[config.mk]
export PLATFORM = sky130hd
export DESIGN_NAME = pwm_period_gen
export DESIGN_NICKNAME = d
export VERILOG_FILES = /design/src/rtl/pwm_gen_pkg.sv /design/src/rtl/pwm_gen_prescaler.sv /design/src/rtl/pwm_gen_period_ctr.sv /design/src/rtl/pwm_gen_postscaler.sv /design/src/rtl/pwm_period_gen.sv
export SDC_FILE = /design/constraint.sdc
export NUM_CORES = 1
export LEC_CHECK = 0
export BUFFER_PORTS_ARGS = -buffer_cell sky130_fd_sc_hd__clkbuf_2
export CORE_UTILIZATION = 40
export DETAILED_ROUTE_END_ITERATION = 16
export GPL_TIMING_DRIVEN = 0
export HOLD_SLACK_MARGIN = 0.02
export PLACE_DENSITY = 0.57
export SYNTH_ARGS = -nofsm -noshare
export SYNTH_HDL_FRONTEND = slang
export SYNTH_SLANG_ARGS = --single-unit
[constraint.sdc]
create_clock -name clk -period 2.4 [get_ports clk]
set_clock_uncertainty 0.1 [all_clocks]
set_input_delay 0.12 -clock clk [delete_from_list [all_inputs] [get_ports clk]]
set_output_delay 0.12 -clock clk [all_outputs]
set_load 0.02 [all_outputs]
[src/rtl/pwm_gen_pkg.sv]
package pwm_gen_pkg;
  // prescale select encodings
  localparam logic [1:0] PSC_DIV1  = 2'b00;
  localparam logic [1:0] PSC_DIV4  = 2'b01;
  localparam logic [1:0] PSC_DIV16 = 2'b10;

  function automatic logic psc_is_div16(input logic [1:0] sel);
    return sel[1];
  endfunction

  function automatic logic psc_is_div4(input logic [1:0] sel);
    return !sel[1] && sel[0];
  endfunction
endpackage

[src/rtl/pwm_gen_prescaler.sv]
module pwm_gen_prescaler
  import pwm_gen_pkg::*;
#(
  parameter int FINE_W = 2
) (
  input  logic              clk,
  input  logic              rst_n,
  input  logic              clr,
  input  logic              tick,
  input  logic [1:0]        sel,
  output logic              last,
  output logic [FINE_W-1:0] fine
);
  localparam int PSC_W = 2 * FINE_W;

  logic [PSC_W-1:0] psc_q, psc_d;
  logic             term;

  always_comb begin
    if (psc_is_div16(sel))     term = &psc_q;
    else if (psc_is_div4(sel)) term = &psc_q[FINE_W-1:0];
    else                       term = 1'b1;
  end

  always_comb begin
    psc_d = psc_q;
    if (clr)       psc_d = '0;
    else if (tick) psc_d = term ? '0 : psc_q + 1'b1;
  end

  always_comb begin
    if (psc_is_div16(sel))     fine = psc_q[PSC_W-1:FINE_W];
    else if (psc_is_div4(sel)) fine = psc_q[FINE_W-1:0];
    else                       fine = '0;
  end

  assign last = tick & term & ~clr;

  always_ff @(posedge clk or negedge rst_n) begin
    if (!rst_n) psc_q <= '0;
    else        psc_q <= psc_d;
  end

  // ratio 1 never leaves zero, ratio 4 never touches the upper half
  p_div1_idle_r1: assert property (@(posedge clk) disable iff (!rst_n)
    (sel == PSC_DIV1) |-> (psc_q == '0));
  p_div4_upper_r1: assert property (@(posedge clk) disable iff (!rst_n)
    (sel == PSC_DIV4) |-> (psc_q[PSC_W-1:FINE_W] == '0));
endmodule

[src/rtl/pwm_gen_period_ctr.sv]
module pwm_gen_period_ctr #(
  parameter int CNT_W = 8
) (
  input  logic             clk,
  input  logic             rst_n,
  input  logic             clr,
  input  logic             step,
  input  logic [CNT_W-1:0] period,
  output logic [CNT_W-1:0] cnt,
  output logic             wrap
);
  logic [CNT_W-1:0] cnt_q, cnt_d;

  assign wrap = step & (cnt_q == period);

  always_comb begin
    cnt_d = cnt_q;
    if (clr)       cnt_d = '0;
    else if (step) cnt_d = wrap ? '0 : cnt_q + 1'b1;
  end

  always_ff @(posedge clk or negedge rst_n) begin
    if (!rst_n) cnt_q <= '0;
    else        cnt_q <= cnt_d;
  end

  assign cnt = cnt_q;

  p_cnt_in_range_r2: assert property (@(posedge clk) disable iff (!rst_n)
    cnt_q <= period);
  p_wrap_restart_r2: assert property (@(posedge clk) disable iff (!rst_n)
    wrap |=> (cnt_q == '0));
endmodule

[src/rtl/pwm_gen_postscaler.sv]
module pwm_gen_postscaler #(
  parameter int POST_W = 4
) (
  input  logic              clk,
  input  logic              rst_n,
  input  logic              clr,
  input  logic              evt,
  input  logic [POST_W-1:0] ratio,
  output logic              hit
);
  logic [POST_W-1:0] cnt_q, cnt_d;

  assign hit = evt & (cnt_q >= ratio);

  always_comb begin
    cnt_d = cnt_q;
    if (clr)      cnt_d = '0;
    else if (evt) cnt_d = hit ? '0 : cnt_q + 1'b1;
  end

  always_ff @(posedge clk or negedge rst_n) begin
    if (!rst_n) cnt_q <= '0;
    else        cnt_q <= cnt_d;
  end

  p_post_restart_r8: assert property (@(posedge clk) disable iff (!rst_n)
    hit |=> (cnt_q == '0));
endmodule

[src/rtl/pwm_period_gen.sv]
module pwm_period_gen #(
  parameter int CNT_W  = 8,
  parameter int DUTY_W = 10,
  parameter int POST_W = 4
) (
  input  logic              clk,
  input  logic              rst_n,
  input  logic              tick_en,
  input  logic              run_en,
  input  logic [1:0]        psc_sel,
  input  logic [CNT_W-1:0]  period_val,
  input  logic [DUTY_W-1:0] duty_val,
  input  logic [POST_W-1:0] post_ratio,
  input  logic              irq_clr,
  output logic              pwm_out,
  output logic              irq_flag
);
  localparam int FINE_W = DUTY_W - CNT_W;

  logic              run_q;
  logic [CNT_W-1:0]  per_sh_q, per_sh_d;
  logic [DUTY_W-1:0] duty_sh_q, duty_sh_d;
  logic [1:0]        sel_sh_q, sel_sh_d;
  logic              irq_q, irq_d;

  logic              hold_clr, load;
  logic              psc_last, wrap, post_hit;
  logic [FINE_W-1:0] fine;
  logic [CNT_W-1:0]  cnt;
  logic [DUTY_W-1:0] tbase;

  assign hold_clr = ~run_q;
  assign load     = ~run_q | wrap;

  pwm_gen_prescaler #(.FINE_W(FINE_W)) u_psc (
    .clk(clk), .rst_n(rst_n), .clr(hold_clr), .tick(tick_en),
    .sel(sel_sh_q), .last(psc_last), .fine(fine)
  );

  pwm_gen_period_ctr #(.CNT_W(CNT_W)) u_ctr (
    .clk(clk), .rst_n(rst_n), .clr(hold_clr), .step(psc_last),
    .period(per_sh_q), .cnt(cnt), .wrap(wrap)
  );

  pwm_gen_postscaler #(.POST_W(POST_W)) u_post (
    .clk(clk), .rst_n(rst_n), .clr(hold_clr), .evt(wrap),
    .ratio(post_ratio), .hit(post_hit)
  );

  always_comb begin
    per_sh_d  = per_sh_q;
    duty_sh_d = duty_sh_q;
    sel_sh_d  = sel_sh_q;
    if (load) begin
      per_sh_d  = period_val;
      duty_sh_d = duty_val;
      sel_sh_d  = psc_sel;
    end
    irq_d = post_hit | (irq_q & ~irq_clr);
  end

  always_ff @(posedge clk or negedge rst_n) begin
    if (!rst_n) begin
      run_q     <= 1'b0;
      per_sh_q  <= '0;
      duty_sh_q <= '0;
      sel_sh_q  <= '0;
      irq_q     <= 1'b0;
    end else begin
      run_q     <= run_en;
      per_sh_q  <= per_sh_d;
      duty_sh_q <= duty_sh_d;
      sel_sh_q  <= sel_sh_d;
      irq_q     <= irq_d;
    end
  end

  assign tbase    = {cnt, fine};
  assign pwm_out  = run_q & (tbase < duty_sh_q);
  assign irq_flag = irq_q;

  p_shadow_hold_r5: assert property (@(posedge clk) disable iff (!rst_n)
    (run_q && !wrap) |=> $stable(duty_sh_q) && $stable(per_sh_q));
  p_start_at_zero_r6: assert property (@(posedge clk) disable iff (!rst_n)
    $rose(run_q) |-> (tbase == '0));
  p_irq_set_r8: assert property (@(posedge clk) disable iff (!rst_n)
    post_hit |=> irq_q);
  p_irq_sticky_r9: assert property (@(posedge clk) disable iff (!rst_n)
    (irq_q && !irq_clr) |=> irq_q);
endmodule

==> out/metrics.yaml, run 1 <==
run_status:
  status: "complete, no violations"
route:
  viasPerCell: 4.82
  routed_wl_mm: 4.17
  wl_per_cell_microns: 12.5
  ant_nets: 0
  drc: 0
  dr.pass1.iters: 4
  drt_iter0_markers: 45
  route.vias.total: 1614
global_route:
  antenna_found_initial: 0
  grt_pass1_wl_mm: 7.13
  grt_max_degree: 39
  grt_pass1_vias: 1576
  grt_use_total: 0.167
  grt_remaining_overflow: 0
clocking:
  cts-buffers-inserted: 5
  clk_pin_slew_ps: 80
  numClockSinks: 38
  clock_latency_ps: 290
  root_buffer: "clkbuf_8"
  cts_tree: "built"
  htreeDepth: 2
  cts_buffer_depth: 2
sta:
  fmax_mhz: 438
  slew_headroom: 0.358
  period_minus_slack_ps: 2280
  slew_violations: 0
  hold_violations: 0
  finalSetupViolations: 0
  worstMarginPinSlew_ps: 964
  post-route-period-util: 0.951
synth:
  yosysSeqAreaShare: 0.436
  syn_nets: 242
  syn_area_sq_um: 2180
  synth_cells: 197
  synth-main-ff-cell: "dfrtp_1"
  ys_seq_elements: 38
  yosysUniqueCellTypes: 42
  ys.warnings.count: 0
  avgSynthCellArea_sq_um: 11.1
  ys_async_sr_fraction: 1.00
  synth_edf_count: 0
critical_path:
  slowest_delay_ps: 450
  crit_path_end_kind: "flop"
  critPathTopFamily: "simple AND/OR/NAND/NOR gates"
  cp.required_ps: 2470
  worstPathCellList: "xor2_1, nor4_4, nand2_2, o41ai_4, buf_4, buf_12, mux2_4"
  critPathKind: "reg -> reg"
  path_buf_inv: 2
  crit_slowest_cell: "dfrtp_1"
  arrival_ps: 2350
  start_kind: "flop"
  path_max_fanout: 10
floorplanning:
  rows: 26
  design.die.area_sq_um: 5750
  start_util: 0.422
  core_sq_um: 5170
  die_y_microns: 75.8
  die_w_microns: 75.8
  io_pins: 31
power:
  p_per_area_nw_per_um2: 500
  clock_power_share: 0.322
  leakage_nw: 1.38
  combPwrFrac: 0.172
  seqPwrFrac: 0.506
  switching_share: 0.256
  p_sw_w: 0.000362
  power_w: 0.00141
  intPower_w: 0.00105
  vdd_drop_max_uv: 283
placed_design:
  io_buffers: 30
  place_hpwl_mm: 2.99
  placed_cell_area_sq_um: 2420
  place_congestion: 0.780
min_path:
  hold_path.class: "in -> reg"
layout:
  nets: 309
  final_cell_area_sq_um: 2820
  syn_to_final_growth_pct: 29.5
  layout-drive-gt1-share: 0.291
  diodes: 0
job:
  drv_cap: 0
-- kinds of logic (layout without fill, tap and decap cells) --
logic type                 after synthesis  count (layout)  synth area share
xor gates and xnor gates                15              15            0.0602
buffers and inverters                   19              87            0.0413
adders and majority gates               16              16            0.0918
AOI/OAI and AO/OA                       36              36             0.123
and+or+nand+nor                         53              53             0.120
muxes                                   20              20             0.127
DFF                                     38              38             0.436
-- registers in the layout, indices dropped and copies added, names as in the netlist --
register,count
duty_sh_q,10
per_sh_q,8
u_ctr.cnt,8
u_post.cnt_q,4
u_psc.psc_q,4
sel_sh_q,2
irq_flag,1
run_q,1
-- what timing repair did --
| action | in CTS | in global routing |
|---|---|---|
| endpoints found under the hold margin | 60 | 0 |
| buffers inserted | 3 | 4 |
| hold buffers | 23 | 0 |
| endpoints found under the setup margin | 22 | 23 |
| pin swaps | 2 | 3 |
| resized for setup | 1 | 9 |
-- metal layers --
layer | up-vias | global-route usage | wire length (microns)
met5 | - | 0 | 0
met4 | 0 | 0.0391 | 21
met3 | 3 | 0.0397 | 128
met2 | 29 | 0.277 | 2000
met1 | 753 | 0.221 | 2020
li1 | 829 | - | -
-- power groups by stage --
stage / registers (W) / clock network (W) / logic [W]
2_1_floorplan: 0.000716 / 0 / 0.000139
3_3_place_gp: 0.000727 / 0 / 0.000196
3_5_place_dp: 0.000727 / 0 / 0.000199
4_1_cts: 0.000715 / 0.000469 / 0.000233
5_1_grt: 0.000721 / 0.000496 / 0.000272
6_report: 0.000715 / 0.000454 / 0.000243
-- metrics by stage --
| stage | worst slack (ps) | std cells | TNS [ps] | utilization | hold slack (ps) |
|---|---|---|---|---|---|
| floorplan | 143 | 197 | 0 | - | -276 |
| global placement | -187 | 297 | -2750 | 0.468 | 131 |
| detailed placement | -212 | 297 | -3210 | 0.468 | 136 |
| CTS | 5.59 | 331 | 0 | 0.534 | 82.7 |
| global route | -9.14 | 335 | -9.14 | 0.546 | 107 |
| finish | 118 | 335 | 0 | 0.546 | 82.8 |
-- cell usage after synthesis, types with 2 or more instances --
library cell	number	area, sq um
dfrtp_1	38	951
o211ai_1	2	15.0
xor2_1	10	87.6
nor4_2	2	25.0
ha_1	16	200
nand4_1	2	12.5
clkbuf_1	2	7.51
inv_1	15	56.3
nor2_1	8	30.0
nand3_1	5	25.0
nor3_1	4	20.0
xnor2_1	5	43.8
a21o_1	2	15.0
a32o_1	2	20.0
o21ai_0	11	55.1
nand2b_1	2	12.5
mux2_4	14	210
o21a_1	3	22.5
nand2_1	21	78.8
a21oi_1	2	10.0
nor2b_1	3	18.8
mux2_2	6	67.6
a21boi_0	3	22.5
-- worst min-delay path: cells and delay by family --
family / cells / cell delay, ps
AND/OR/NAND/NOR: 1 / 40
XOR/XNOR: 1 / 130
buffers and inverters: 1 / 150
-- final timing paths --
path / startpoint / cells after the start / slack, ps / to
max in group asynchronous: rst_n / 2 / 1140 / u_ctr.cnt[1]
min in group asynchronous: rst_n / 2 / 410 / per_sh_q[7]
min reg2reg: duty_sh_q[4] / 1 / 410 / duty_sh_q[4]
max: u_ctr.cnt[3] / 7 / 120 / per_sh_q[0]
max reg2reg: u_ctr.cnt[3] / 7 / 120 / per_sh_q[0]
min: tick_en / 3 / 80 / u_psc.psc_q[0]
-- cell type report --
| type | count | area [sq um] |
|---|---|---|
| fillers | 457 | 2350 |
| multi-input cells | 140 | 1160 |
| flip-flops and latches | 38 | 953 |
| repair buffers | 60 | 433 |
| well taps | 70 | 87.6 |
| clock buffers | 7 | 86.3 |
| inverters | 15 | 56.3 |
| plain buffers | 4 | 42.5 |
| clock inverters | 1 | 5.00 |
-- layout by cell type, fill, tap and decap left out, drive strengths merged, types with 2 or more instances in the layout --
master	n
nor2	8
nand2	22
dfrtp	38
and3	2
a21oi	2
mux2	20
a21boi	4
inv	15
o21a	3
xnor2	5
xor2	10
nor2b	3
nor3	4
clkbuf	38
o211ai	2
a21o	2
o21ai	11
nand3	5
nand2b	2
ha	16
o41ai	2
nor4	3
dlygate4sd3	23
buf	10
a32o	2
nand4	2
No activity file was read; power rests on OpenSTA's default activity.
==> inputs of run 2 (changes only) <==
- ABC_AREA: default -> 1
==> run 2 against run 1 <==
Flip-flop and latch count is the same. Core utilization shrank 1.8 points. Via count grew 19%. Worst setup slack gained 140 ps. Largest cell class unchanged. Critical endpoint is now pwm_out. Largest power group unchanged. Highest routed layer unchanged. Design area shrank 3.3%. Synthesized area is essentially flat. Power shrank 4.0%. Clock-buffer cell count shrank 1.
==> out/metrics.yaml, run 2 <==
global_route:
  grt_max_degree: 39  # unchanged
  grt_pass1_vias: 1811  # was 1576
  grt_use_total: 0.191  # was 0.167
  grt_remaining_overflow: 0  # unchanged
  antenna_found_initial: 0  # unchanged
  grt_pass1_wl_mm: 8.03  # was 7.13 mm
min_path:
  min_to: "u_psc.psc_q[0]"  # unchanged
  min-delay-start: "tick_en"  # unchanged
  hold_path.class: "in -> reg"  # unchanged
  worstHoldPathCells: 3  # unchanged
critical_path:
  rr_worst_depth: 11  # was 7
  r2r_end: "sel_sh_q[0]"  # was per_sh_q[0]
  rrSetupSlack_ps: 530  # was 120 ps
  crit_path_end_kind: "primary output"  # was flop
  cp.required_ps: 2180  # was 2470 ps
  r2r_start: "u_psc.psc_q[0]"  # was u_ctr.cnt[3]
  path_max_fanout: 5  # was 10
  critPathKind: "reg -> out"  # was reg -> reg
  start_kind: "flop"  # unchanged
  arrival_ps: 1930  # was 2350 ps
clocking:
  clock_latency_ps: 290  # about the same
  root_buffer: "clkbuf_8"  # unchanged
  cts_buffer_depth: 2  # unchanged
  cts-buffers-inserted: 5  # unchanged
  cts_tree: "built"  # unchanged
  numClockSinks: 38  # unchanged
  clk_pin_slew_ps: 70  # was 80 ps
  htreeDepth: 2  # unchanged
  cts_resized: 0  # was 1
route:
  drc: 0  # unchanged
  route.vias.total: 1923  # was 1614
  met1_length_mm: 2.33  # was 2.02 mm
  dr.pass1.iters: 4  # unchanged
  wl_met2_mm: 2.33  # was 2.00 mm
  drt_iter0_markers: 81  # was 45
  wl_per_cell_microns: 11.9  # was 12.5 microns
  highest_layer: "met4"  # unchanged
  ant_nets: 0  # unchanged
  viasPerCell: 4.72  # was 4.82
  routed_wl_mm: 4.84  # was 4.17 mm
  route.met3.wl_microns: 120  # was 128 microns
synth:
  syn_area_sq_um: 2180  # about the same
  ys_async_sr_fraction: 1.00  # unchanged
  synthTopCellsByArea: "dfrtp_1, nand2_1, ha_1"  # was dfrtp_1, mux2_4, ha_1
  avgSynthCellArea_sq_um: 7.84  # was 11.1 sq um
  ys_seq_elements: 38  # unchanged
  synth_largest_area_cell: "dfrtp_1"  # unchanged
  synth_top_area_share: 0.436  # about the same
  synth_edf_count: 0  # unchanged
  yosysSeqAreaShare: 0.436  # about the same
  post-synth-top-count-cell: "nand2_1"  # was dfrtp_1
  synth-main-ff-cell: "dfrtp_1"  # unchanged
  syn_nets: 323  # was 242
  synth_commonest_cells: "nand2_1, inv_1, dfrtp_1"  # was dfrtp_1, nand2_1, ha_1
  synth_cells: 278  # was 197
  ys.warnings.count: 0  # unchanged
  yosysUniqueCellTypes: 22  # was 42
sta:
  slew_violations: 0  # unchanged
  slew_headroom: 0.349  # was 0.358
  worstMarginPinSlew_ps: 977  # was 964 ps
  post-route-period-util: 0.894  # was 0.951
  period_minus_slack_ps: 2150  # was 2280 ps
  fmax_mhz: 466  # was 438 MHz
  hold_violations: 0  # unchanged
  rsz0062_at_grt: "no"
  setup_slack_ps: 254  # was 118 ps
  finalSetupViolations: 0  # unchanged
  setup_tns_ps: 0  # unchanged
floorplanning:
  die_y_microns: 75.8  # about the same
  die_w_microns: 75.8  # about the same
  io_pins: 31  # unchanged
  design.die.area_sq_um: 5750  # about the same
  rows: 26  # unchanged
  core_sq_um: 5170  # unchanged
  start_util: 0.421  # was 0.422
placed_design:
  place_congestion: 0.853  # was 0.780
  place_hpwl_mm: 3.47  # was 2.99 mm
  io_buffers: 30  # unchanged
  pre_cts_slack_ps: 526  # was -212 ps
layout:
  final_common_cell: "nand2_1"  # was dfrtp_1
  largest_register_ff_count: 10  # unchanged
  layout-drive-gt1-share: 0.136  # was 0.291
  max_flop_register: "duty_sh_q"  # unchanged
  diodes: 0  # unchanged
  layout_common_cells: "nand2_1, inv_1, dfrtp_1"  # was dfrtp_1, clkbuf_2, dlygate4sd3_1
  nets: 383  # was 309
  syn_to_final_growth_pct: 25.3  # was 29.5%
  final_core_util: 0.528  # was 0.546
power:
  leakage_nw: 1.44  # was 1.38 nW
  vdd_drop_max_uv: 339  # was 283 uV
  p_per_area_nw_per_um2: 497  # was 500 nW/um^2
job:
  drv_cap: 0  # unchanged
run_status:
  status: "complete, no violations"  # unchanged
[run 2: cell types whose count changed in the layout (fill, tap and decap cells not counted), sizes merged, moves of 4 or more]
cell,previous run,this run
nand2,22,84
inv,15,42
mux2,20,0
o21ai,11,25
a21oi,2,12
nand4,2,11
nor2,8,17
buf,10,5
nand3,5,10
a21boi,4,0
xor2,10,6
[run 2: through the flow]
| step | hold WS (ps) | area, sq um | total power [W] | std cells |
|---|---|---|---|---|
| after CTS | 46.8 | 2730 | 0.00137 | 407 |
| after floorplan | -276 | 2180 | 0.000824 | 278 |
| after global routing | 63.5 | 2730 | 0.00143 | 407 |
| after global placement | 130 | 2420 | 0.000895 | 378 |
| final | 58.1 | 2730 | 0.00136 | 407 |
| after detailed placement | 133 | 2420 | 0.000901 | 378 |
[run 2: worst max path at each step]
stage / cells after the start / slack (ps) / endpoint / from
finish: 8 / 250 / pwm_out / sel_sh_q[1]
global route: 8 / 40 / pwm_out / sel_sh_q[1]
CTS: 8 / 210 / pwm_out / sel_sh_q[1]
detailed placement: 10 / 530 / per_sh_q[5] / u_psc.psc_q[0]
global placement: 8 / 490 / pwm_out / sel_sh_q[1]
floorplan: 10 / 770 / sel_sh_q[0] / u_psc.psc_q[0]
[run 2: cells by family (layout without fill, tap and decap cells)]
family | after synthesis | after routing | share of synthesized area
flip-flops | 38 | 38 | 0.436
AO/OA/AOI/OAI | 39 | 39 | 0.0907
AND/OR/NAND/NOR | 126 | 126 | 0.246
XOR/XNOR | 11 | 11 | 0.0442
adder cells (fa/ha/maj) | 16 | 16 | 0.0918
buffers and inverters | 48 | 107 | 0.0913
[run 2: worst max-delay path, stage by stage, from the launching register on]
cell and delay [ps]:
dfrtp_1 400, inv_1 120, nand3_1 80, o21ai_0 100
ha_1 270, a21oi_1 200, o21ai_0 160, nor2_1 120
clkbuf_2 180
[run 2: timing repair]
action	4_1_cts	5_1_grt
hold buffers	23	0
endpoints found under the hold margin	60	0
buffers inserted	0	0
[run 2: area by class of cell]
class / count / area, sq um
timing repair buffer: 53 / 380
tap: 70 / 87.6
sequential: 38 / 951
buffer: 6 / 41.3
clock buffer: 6 / 82.6
multi-input combinational: 192 / 1030
inverter: 42 / 158
fill: 511 / 2440
[run 2: metal layers]
layer / GRT usage / vias to the layer above
met3: 0.0410 / 4
met2: 0.332 / 27
met1: 0.232 / 890
li1: - / 1002
met4: 0.0679 / 0
met5: 0 / -
[run 2: power breakdown]
part           total [W]  switching, W  internal, W
Combinational   0.000214      0.000120    0.0000940
Clock           0.000443      0.000221     0.000222
Sequential      0.000699     0.0000231     0.000676
Total            0.00136      0.000364     0.000992
